[config.mk]
export PLATFORM = sky130hd
export DESIGN_NAME = actsel_top
export DESIGN_NICKNAME = d
export VERILOG_FILES = /design/src/rtl/actsel_pkg.sv /design/src/rtl/actsel_ctrl.sv /design/src/rtl/actsel_dpath.sv /design/src/rtl/actsel_top.sv
export SDC_FILE = /design/constraint.sdc
export NUM_CORES = 1
export LEC_CHECK = 0
export ABC_AREA = 0
export BUFFER_PORTS_ARGS = -buffer_cell sky130_fd_sc_hd__buf_2
export CAP_MARGIN = 10
export CORE_UTILIZATION = 60
export CTS_BUF_LIST = sky130_fd_sc_hd__clkbuf_2
export DETAILED_ROUTE_END_ITERATION = 8
export HOLD_SLACK_MARGIN = 0.1
export PLACE_DENSITY_LB_ADDON = 0.25
export SYNTH_ARGS = -nofsm -noshare
export SYNTH_HDL_FRONTEND = slang
export SYNTH_SLANG_ARGS = --single-unit
[constraint.sdc]
create_clock -name clk -period 3 [get_ports clk]
set_input_delay 0.3 -clock clk [delete_from_list [all_inputs] [get_ports clk]]
set_output_delay 0.3 -clock clk [all_outputs]
set_load 0.05 [all_outputs]
[src/rtl/actsel_pkg.sv]
package actsel_pkg;
  // Upper bounds for the control-to-datapath strobe bundle.
  localparam int MAX_IN = 16;
  localparam int IDX_W  = 4;

  typedef struct packed {
    logic [MAX_IN-1:0] loadEn;  // one-hot capture enable
    logic [IDX_W-1:0]  outSel;  // folded index read by the output mux
  } strobe_t;
endpackage

[src/rtl/actsel_ctrl.sv]
module actsel_ctrl
  import actsel_pkg::*;
#(
  parameter int NUM_IN = 8,
  parameter int SEL_W  = 3
) (
  input  logic             clk,
  input  logic             rst,
  input  logic [SEL_W-1:0] selIn,
  output strobe_t          strobes
);
  logic [SEL_W-1:0]  selStage1;
  logic [SEL_W-1:0]  selStage2;
  logic [SEL_W-1:0]  loadSel;
  logic [SEL_W-1:0]  readSel;
  logic [MAX_IN-1:0] enVec;

  function automatic logic [SEL_W-1:0] foldSel(input logic [SEL_W-1:0] s);
    return (int'(s) < NUM_IN) ? s : '0;
  endfunction

  always_ff @(posedge clk) begin
    if (rst) begin
      selStage1 <= '0;
      selStage2 <= '0;
    end else begin
      selStage1 <= selIn;
      selStage2 <= selStage1;
    end
  end

  assign loadSel = foldSel(selStage1);
  assign readSel = foldSel(selStage2);

  // The stage-1 code becomes the stage-2 code on the next edge, and that
  // is the edge at which the mux reads the register enabled here.
  for (genvar k = 0; k < MAX_IN; k++) begin : g_en
    if (k < NUM_IN) begin : g_live
      assign enVec[k] = (loadSel == SEL_W'(k));
    end else begin : g_dead
      assign enVec[k] = 1'b0;
    end
  end

  always_comb begin
    strobes.loadEn = enVec;
    strobes.outSel = IDX_W'(readSel);
  end
endmodule

[src/rtl/actsel_dpath.sv]
module actsel_dpath
  import actsel_pkg::*;
#(
  parameter int DATA_W = 8,
  parameter int NUM_IN = 8
) (
  input  logic                          clk,
  input  logic                          rst,
  input  logic [NUM_IN-1:0][DATA_W-1:0] dataIn,
  input  strobe_t                       strobes,
  output logic [NUM_IN-1:0][DATA_W-1:0] inRegQ,
  output logic [DATA_W-1:0]             dataOut
);
  logic [DATA_W-1:0] muxWord;

  for (genvar k = 0; k < NUM_IN; k++) begin : g_cap
    always_ff @(posedge clk) begin
      if (rst)                    inRegQ[k] <= '0;
      else if (strobes.loadEn[k]) inRegQ[k] <= dataIn[k];
    end
  end

  if (NUM_IN < MAX_IN) begin : g_spare
    logic unusedHighEn;
    assign unusedHighEn = ^strobes.loadEn[MAX_IN-1:NUM_IN];
  end

  // Word 0 is the default leg; the index arrives already folded.
  always_comb begin
    muxWord = inRegQ[0];
    for (int k = 1; k < NUM_IN; k++) begin
      if (strobes.outSel == IDX_W'(k)) muxWord = inRegQ[k];
    end
  end

  always_ff @(posedge clk) begin
    if (rst) dataOut <= '0;
    else     dataOut <= muxWord;
  end
endmodule

[src/rtl/actsel_top.sv]
module actsel_top
  import actsel_pkg::*;
#(
  parameter int DATA_W = 8,
  parameter int NUM_IN = 8,   // at most MAX_IN and at most 2**SEL_W
  parameter int SEL_W  = 3
) (
  input  logic                          clk,
  input  logic                          rst,
  input  logic [SEL_W-1:0]              selIn,
  input  logic [NUM_IN-1:0][DATA_W-1:0] dataIn,
  output logic [DATA_W-1:0]             dataOut
);
  strobe_t                       ctrlStrobes;
  logic [NUM_IN-1:0][DATA_W-1:0] inRegQ;

  actsel_ctrl #(.NUM_IN(NUM_IN), .SEL_W(SEL_W)) u_ctrl (
    .clk(clk), .rst(rst), .selIn(selIn), .strobes(ctrlStrobes)
  );

  actsel_dpath #(.DATA_W(DATA_W), .NUM_IN(NUM_IN)) u_dpath (
    .clk(clk), .rst(rst), .dataIn(dataIn), .strobes(ctrlStrobes),
    .inRegQ(inRegQ), .dataOut(dataOut)
  );
endmodule

==> out/qor.csv, run 1 <==
stage,metric,value,unit
outcome,status,finished clean,
clocking,cts_root_buf,clkbuf_2,
finish,final_layout_size_suffix_gt1_share,22.8,%
placed_design,place_congestion,0.850,
finish,final_area,4450,sq um
critical_path,crit_fanout,25,
clocking,post-cts-setup-buffer-count,0,
sta,setup_viol,0,
min_path,hold_class,in -> reg,
finish,syn_to_final_growth,33.8,%
synthesis,synthTopCellsByArea,"dfxtp_1 (47%), mux2i_1 (19%), nor2_1 (8.3%)",
synthesis,ys.warnings.count,0,
detailed_routing,dr_total_vias,3025,
detailed_routing,drcViolationCount,0,
critical_path,r2r-start,u_ctrl.readSel[2]$_SDFF_PP0_,
clocking,htree_levels,3,
power,seqPwrFrac,58.6,%
floorplanning,dieArea,5850,sq um
synthesis,avgSynthCellArea,10.2,sq um
global_routing,grt_pass1_wl,14400,microns
power,p_sw,0.551,mW
synthesis,ys_types,37,
power,internal_power,1.35,mW
sta,max_slew_margin,49.1,%
critical_path,cp-start-kind,flop,
power,pwr-share-comb,16.9,%
finish,fin_nets,528,
synthesis,synth.cell_area,3330,sq um
clocking,clk_latency,560,ps
finish,n_fill_cell,294,
sta,final.setup_skew,21.2,ps
placed_design,post_dp_cell_area,3690,sq um
global_routing,grt.total_usage,32.6,%
critical_path,r2r_end,u_dpath.dataOut[5]$_SDFF_PP0_,
clocking,cts_max_path_buffers,2,
synthesis,synth_top_area_share,46.9,%
synthesis,yosys.area.top_type,dfxtp_1,
clocking,path_clk_slew,220,ps
floorplanning,rows,26,
placed_design,io_buffers,76,
power,power.total,1.90,mW
power,peakVddDrop,0.393,mV
sta,fin_crit_sh,66.7,%
sta,fin_setup_tns,0,ps
min_path,min-delay-start,rst,
power,swShare,28.9,%
synthesis,syn_nets,396,
critical_path,reg2reg_depth,4,
global_routing,grt_start_max_net_pins,37,
floorplanning,die_y,76.5,microns
sta,hold_viol_final,0,
global_routing,antenna_found_initial,0,
sta,drv_slew,0,
clocking,cts_inserted_buffers,9,
floorplanning,initial_core_util,63.5,%
critical_path,critical_path_required,3490,ps
placed_design,dp_slack,1080,ps
floorplanning,fp.dieW,76.5,microns
critical_path,crit_type,reg -> reg,
sta,holdWs,156,ps
synthesis,syn_inst,327,
critical_path,crit_arrival,2490,ps
sta,worstMarginPinSlew,763,ps
detailed_routing,drt-wirelength-per-cell,17.2,microns
synthesis,synth-seq-area-share,46.9,%
sta,grt_setup_unrepaired,no,
placed_design,hpwl,5480,microns
synthesis,async_flop_share,0,%
global_routing,grt_overflow_total,0,
floorplanning,coreArea,5240,sq um
detailed_routing,drt_iter0_drc,181,
placed_design,dp.cells,451,
detailed_routing,dr.pass1.iters,5,
synthesis,synthTopCellsByCount,"dfxtp_1 (78), nor2_1 (74), mux2i_1 (64)",
synthesis,yosys.cell_count.top_type,dfxtp_1,
min_path,hold_end,u_dpath.inRegQ[46]$_SDFFE_PP0N_,
sta,period_minus_slack,2000,ps
power,powerDensity,428,nW/um^2
synthesis,ys_ff_latch,78,
clocking,cts.sinks,78,
finish,antennaDiodeCount,0,
floorplanning,num_io_pins,77,
finish,fin_cells,534,
finish,final_core_util,85.0,%
detailed_routing,via_per_inst,5.66,
global_routing,grt_pass1_vias,3004,
job,max-cap-violations,0,
detailed_routing,ant_nets,0,
power,pwr-share-clk,24.5,%
critical_path,end_kind,flop,
power,power_leakage,2.12,nW
synthesis,synthFlopType,dfxtp_1,
critical_path,rrSetupSlack,1000,ps
min_path,hold_depth,2,
clocking,cts_tree,done,
synthesis,synth_edf_count,0,
sta,max_freq,0.500,GHz
sta,fin_ws,999,ps
detailed_routing,wl,9210,microns
cell usage in the layout (no fill, tap or decap), drive strengths merged:
cell type    synthesis  layout
o22ai                2       2
nor4b                5       5
o22a                 2       2
nor2                74      74
or2                  6       6
nand3                1       1
mux2                 4       4
o221ai               6       6
nor3                 2       2
buf                 19      81
o2bb2ai              2       2
a21oi                6       6
nor2b                7       7
a22o                 1       1
o21ba                3       3
a2bb2oi              5       5
clkinvlp             0       2
a211o                5       5
nor3b                3       3
nand2                1       1
nand3b               4       4
clkbuf               8       9
o32ai                8       8
dlygate4sd3          0      67
inv                  1       1
nand2b               2       2
mux2i               64      64
nor4                 7       7
or2b                 1       1
clkinv               0       5
dfxtp               78      78
critical path, stage by stage, from the launching register on:
cell and delay, ps:
dfxtp_1 830, nand2_1 400, a21oi_1 330, nor4_1 100, a211o_1 270
layout make-up:
| class | instances | area [sq um] | area share, % |
|---|---|---|---|
| Inverter | 1 | 3.75 | 0.0843 |
| Multi-Input combinational cell | 221 | 1620 | 36.5 |
| Clock buffer | 9 | 45.0 | 1.01 |
| Clock inverter | 7 | 41.3 | 0.927 |
| Sequential cell | 78 | 1560 | 35.1 |
| Timing Repair Buffer | 148 | 1090 | 24.5 |
| Tap cell | 70 | 87.6 | 1.97 |
timing repair:
action                    CTS  global route
resized for setup           0             0
hold buffers               67             0
hold endpoints to repair   67             0
power groups by stage:
stage	sequential [mW]	combinational [mW]	clock, mW
floorplan	1.14	0.152	0
global placement	1.13	0.237	0
detailed placement	1.13	0.242	0
CTS	1.11	0.310	0.467
global route	1.12	0.341	0.512
finish	1.12	0.322	0.466
registers in the layout, indices dropped and copies added (netlist names):
| register | count |
|---|---|
| u_dpath.inRegQ | 64 |
| u_dpath.dataOut | 8 |
| u_ctrl.loadSel | 3 |
| u_ctrl.readSel | 3 |
worst max-delay path by stage:
stage	cells past startpoint	end	from
final	4	u_dpath.dataOut[5]$_SDFF_PP0_	u_ctrl.readSel[2]$_SDFF_PP0_
after global placement	4	u_dpath.dataOut[4]$_SDFF_PP0_	u_ctrl.readSel[0]$_SDFF_PP0_
after floorplan	5	u_dpath.dataOut[0]$_SDFF_PP0_	u_ctrl.readSel[1]$_SDFF_PP0_
after CTS	4	u_dpath.dataOut[5]$_SDFF_PP0_	u_ctrl.readSel[2]$_SDFF_PP0_
after global routing	4	u_dpath.dataOut[1]$_SDFF_PP0_	u_ctrl.readSel[2]$_SDFF_PP0_
after detailed placement	4	u_dpath.dataOut[5]$_SDFF_PP0_	u_ctrl.readSel[2]$_SDFF_PP0_
metal layers:
| layer | vias up | track usage, % | share of wire, % |
|---|---|---|---|
| met5 | - | 0 | 0 |
| li1 | 1421 | - | - |
| met3 | 37 | 10.3 | 6.1 |
| met4 | 0 | 13.7 | 3.2 |
| met1 | 1438 | 35.4 | 40 |
| met2 | 129 | 58.3 | 51 |
logic make-up (layout without fill, tap and decap cells):
group                  count (synthesis)  count (layout)  share of synthesized area [%]
and+or+nand+nor                      113             113                           17.3
DFF                                   78              78                           46.9
muxes                                 68              68                           20.6
AOI/OAI and AO/OA                     40              40                           10.9
buffers and inverters                 28             165                           4.25
(Power assumes the default switching activity.)
==> run 2, diff against run 1 <==
- CORE_UTILIZATION: 60 -> 55
- clock period: 3 -> 2.1 ns (I/O delays scaled with it)
==> out/qor.csv, run 2 (synthesis gave the netlist of run 1 again) <==
stage,metric,value,unit
outcome,status,finished clean,
clocking,htree_levels,3,
finish,antennaDiodeCount,0,
detailed_routing,ant_nets,0,
detailed_routing,drcViolationCount,0,
global_routing,grt.total_usage,29.0,%
detailed_routing,dr_total_vias,2910,
global_routing,antenna_found_initial,0,
critical_path,r2r_end,u_dpath.dataOut[5]$_SDFF_PP0_,
finish,reg_top3,"u_dpath.inRegQ: 64 flops, u_dpath.dataOut: 8 flops",
finish,final_cell_mix,"dfxtp_1 (78), buf_2 (76), nor2_1 (74), dlygate4sd3_1 (67), mux2i_1 (64)",
power,pwr-share-comb,15.8,%
global_routing,grt_overflow_total,0,
min_path,hold_depth,2,
min_path,min-delay-start,rst,
power,pwr-share-clk,30.0,%
placed_design,hpwl,5400,microns
clocking,clk_latency,520,ps
sta,drv_slew,0,
critical_path,rrSetupSlack,250,ps
floorplanning,fp.dieW,79.8,microns
sta,fin_ws,255,ps
critical_path,cp-start-kind,flop,
power,power_leakage,2.16,nW
min_path,hold_end,u_dpath.inRegQ[33]$_SDFFE_PP0N_,
power,powerDensity,648,nW/um^2
global_routing,grt_pass1_wl,13600,microns
sta,final.setup_skew,10.2,ps
sta,max_slew_margin,60.0,%
clocking,cts_tree,done,
floorplanning,die_y,79.8,microns
power,peakVddDrop,0.504,mV
clocking,cts.sinks,78,
clocking,cts_inserted_buffers,9,
clocking,cts_root_buf,clkbuf_2,
sta,fin_crit_sh,87.9,%
finish,regMostFlops,u_dpath.inRegQ,
min_path,hold_class,in -> reg,
sta,fin_setup_tns,0,ps
clocking,cts_max_path_buffers,2,
sta,max_freq,0.542,GHz
power,seqPwrFrac,54.2,%
clocking,post-cts-setup-buffer-count,0,
critical_path,end_kind,flop,
finish,n_fill_cell,347,
finish,largest_reg_flops,64,
power,p_sw,0.751,mW
floorplanning,dieArea,6360,sq um
finish,layout_commonest_cell,dfxtp_1,
power,swShare,25.6,%
critical_path,critical_path_required,2540,ps
floorplanning,initial_core_util,58.6,%
critical_path,reg2reg_depth,4,
finish,syn_to_final_growth,35.9,%
placed_design,io_buffers,76,
finish,final_layout_size_suffix_gt1_share,23.0,%
job,max-cap-violations,0,
detailed_routing,wl,8730,microns
finish,fin_nets,530,
sta,period_minus_slack,1850,ps
placed_design,place_congestion,0.818,
sta,grt_setup_unrepaired,no,
placed_design,dp_slack,312,ps
critical_path,crit_type,reg -> reg,
detailed_routing,drt_iter0_drc,223,
detailed_routing,drt-wirelength-per-cell,16.2,microns
clocking,path_clk_slew,200,ps
floorplanning,coreArea,5680,sq um
power,internal_power,2.18,mW
floorplanning,num_io_pins,77,
power,power.total,2.93,mW
sta,worstMarginPinSlew,599,ps
global_routing,grt_pass1_vias,2920,
detailed_routing,via_per_inst,5.41,
sta,hold_viol_final,0,
global_routing,grt_start_max_net_pins,58,
critical_path,crit_arrival,2280,ps
critical_path,crit_fanout,14,
sta,setup_viol,0,
detailed_routing,dr.pass1.iters,4,
floorplanning,rows,27,
critical_path,r2r-start,u_ctrl.readSel[1]$_SDFF_PP0_,
## run 2: worst max path at each step
stage / startpoint / to / slack, ps / depth (start not counted)
after detailed placement: u_ctrl.readSel[1]$_SDFF_PP0_ / u_dpath.dataOut[5]$_SDFF_PP0_ / 310 / 4
after global routing: u_ctrl.readSel[1]$_SDFF_PP0_ / u_dpath.dataOut[4]$_SDFF_PP0_ / 190 / 4
after global placement: u_ctrl.readSel[1]$_SDFF_PP0_ / u_dpath.dataOut[4]$_SDFF_PP0_ / 410 / 4
after CTS: u_ctrl.readSel[1]$_SDFF_PP0_ / u_dpath.dataOut[5]$_SDFF_PP0_ / 320 / 4
after floorplan: u_ctrl.readSel[1]$_SDFF_PP0_ / u_dpath.dataOut[0]$_SDFF_PP0_ / 820 / 5
final: u_ctrl.readSel[1]$_SDFF_PP0_ / u_dpath.dataOut[5]$_SDFF_PP0_ / 250 / 4
## run 2: per-stage QoR
stage | cell area [sq um] | hold slack, ps | instances | util [%]
6_report | 4520 | 154 | 538 | 79.7
5_1_grt | 4520 | 110 | 538 | 79.7
4_1_cts | 4520 | 130 | 538 | 79.7
3_5_place_dp | 3720 | 427 | 455 | 65.6
3_3_place_gp | 3720 | 424 | 455 | 65.6
2_1_floorplan | 3330 | 338 | 327 | -
## run 2: timing repair
| action | in CTS | in global routing |
|---|---|---|
| endpoints found under the hold margin | 67 | 0 |
| resized for setup | 0 | 0 |
| hold buffers | 67 | 0 |
## run 2: layout make-up
class                      count  area [sq um]  share of cell area, %
clock buffer                  10          50.0                   1.11
clock inverter                 6          76.3                   1.69
inverter                       1          3.75                 0.0830
multi-input combinational    221          1620                   35.9
sequential                    78          1560                   34.5
tap                           72          90.1                   1.99
timing repair buffer         150          1120                   24.7
## run 2: power by group through the flow
stage               combinational, mW  sequential [mW]  clock (mW)
finish                          0.463             1.59       0.878
global route                    0.498             1.59       0.972
CTS                             0.450             1.59       0.893
detailed placement              0.354             1.62           0
global placement                0.349             1.62           0
floorplan                       0.218             1.63           0
## run 2: metal layers
metal	up-vias	GRT usage (%)	share of wire [%]
met5	-	0	0
li1	1432	-	-
met2	114	50.8	49
met4	0	10.0	2.1
met3	24	8.91	7.2
met1	1340	33.4	42
## run 2: critical path: stages (launching register included)
cell and delay [ps]:
dfxtp_1 720, nand2_1 370, a21oi_1 300, nor4_1 100, a211o_1 290
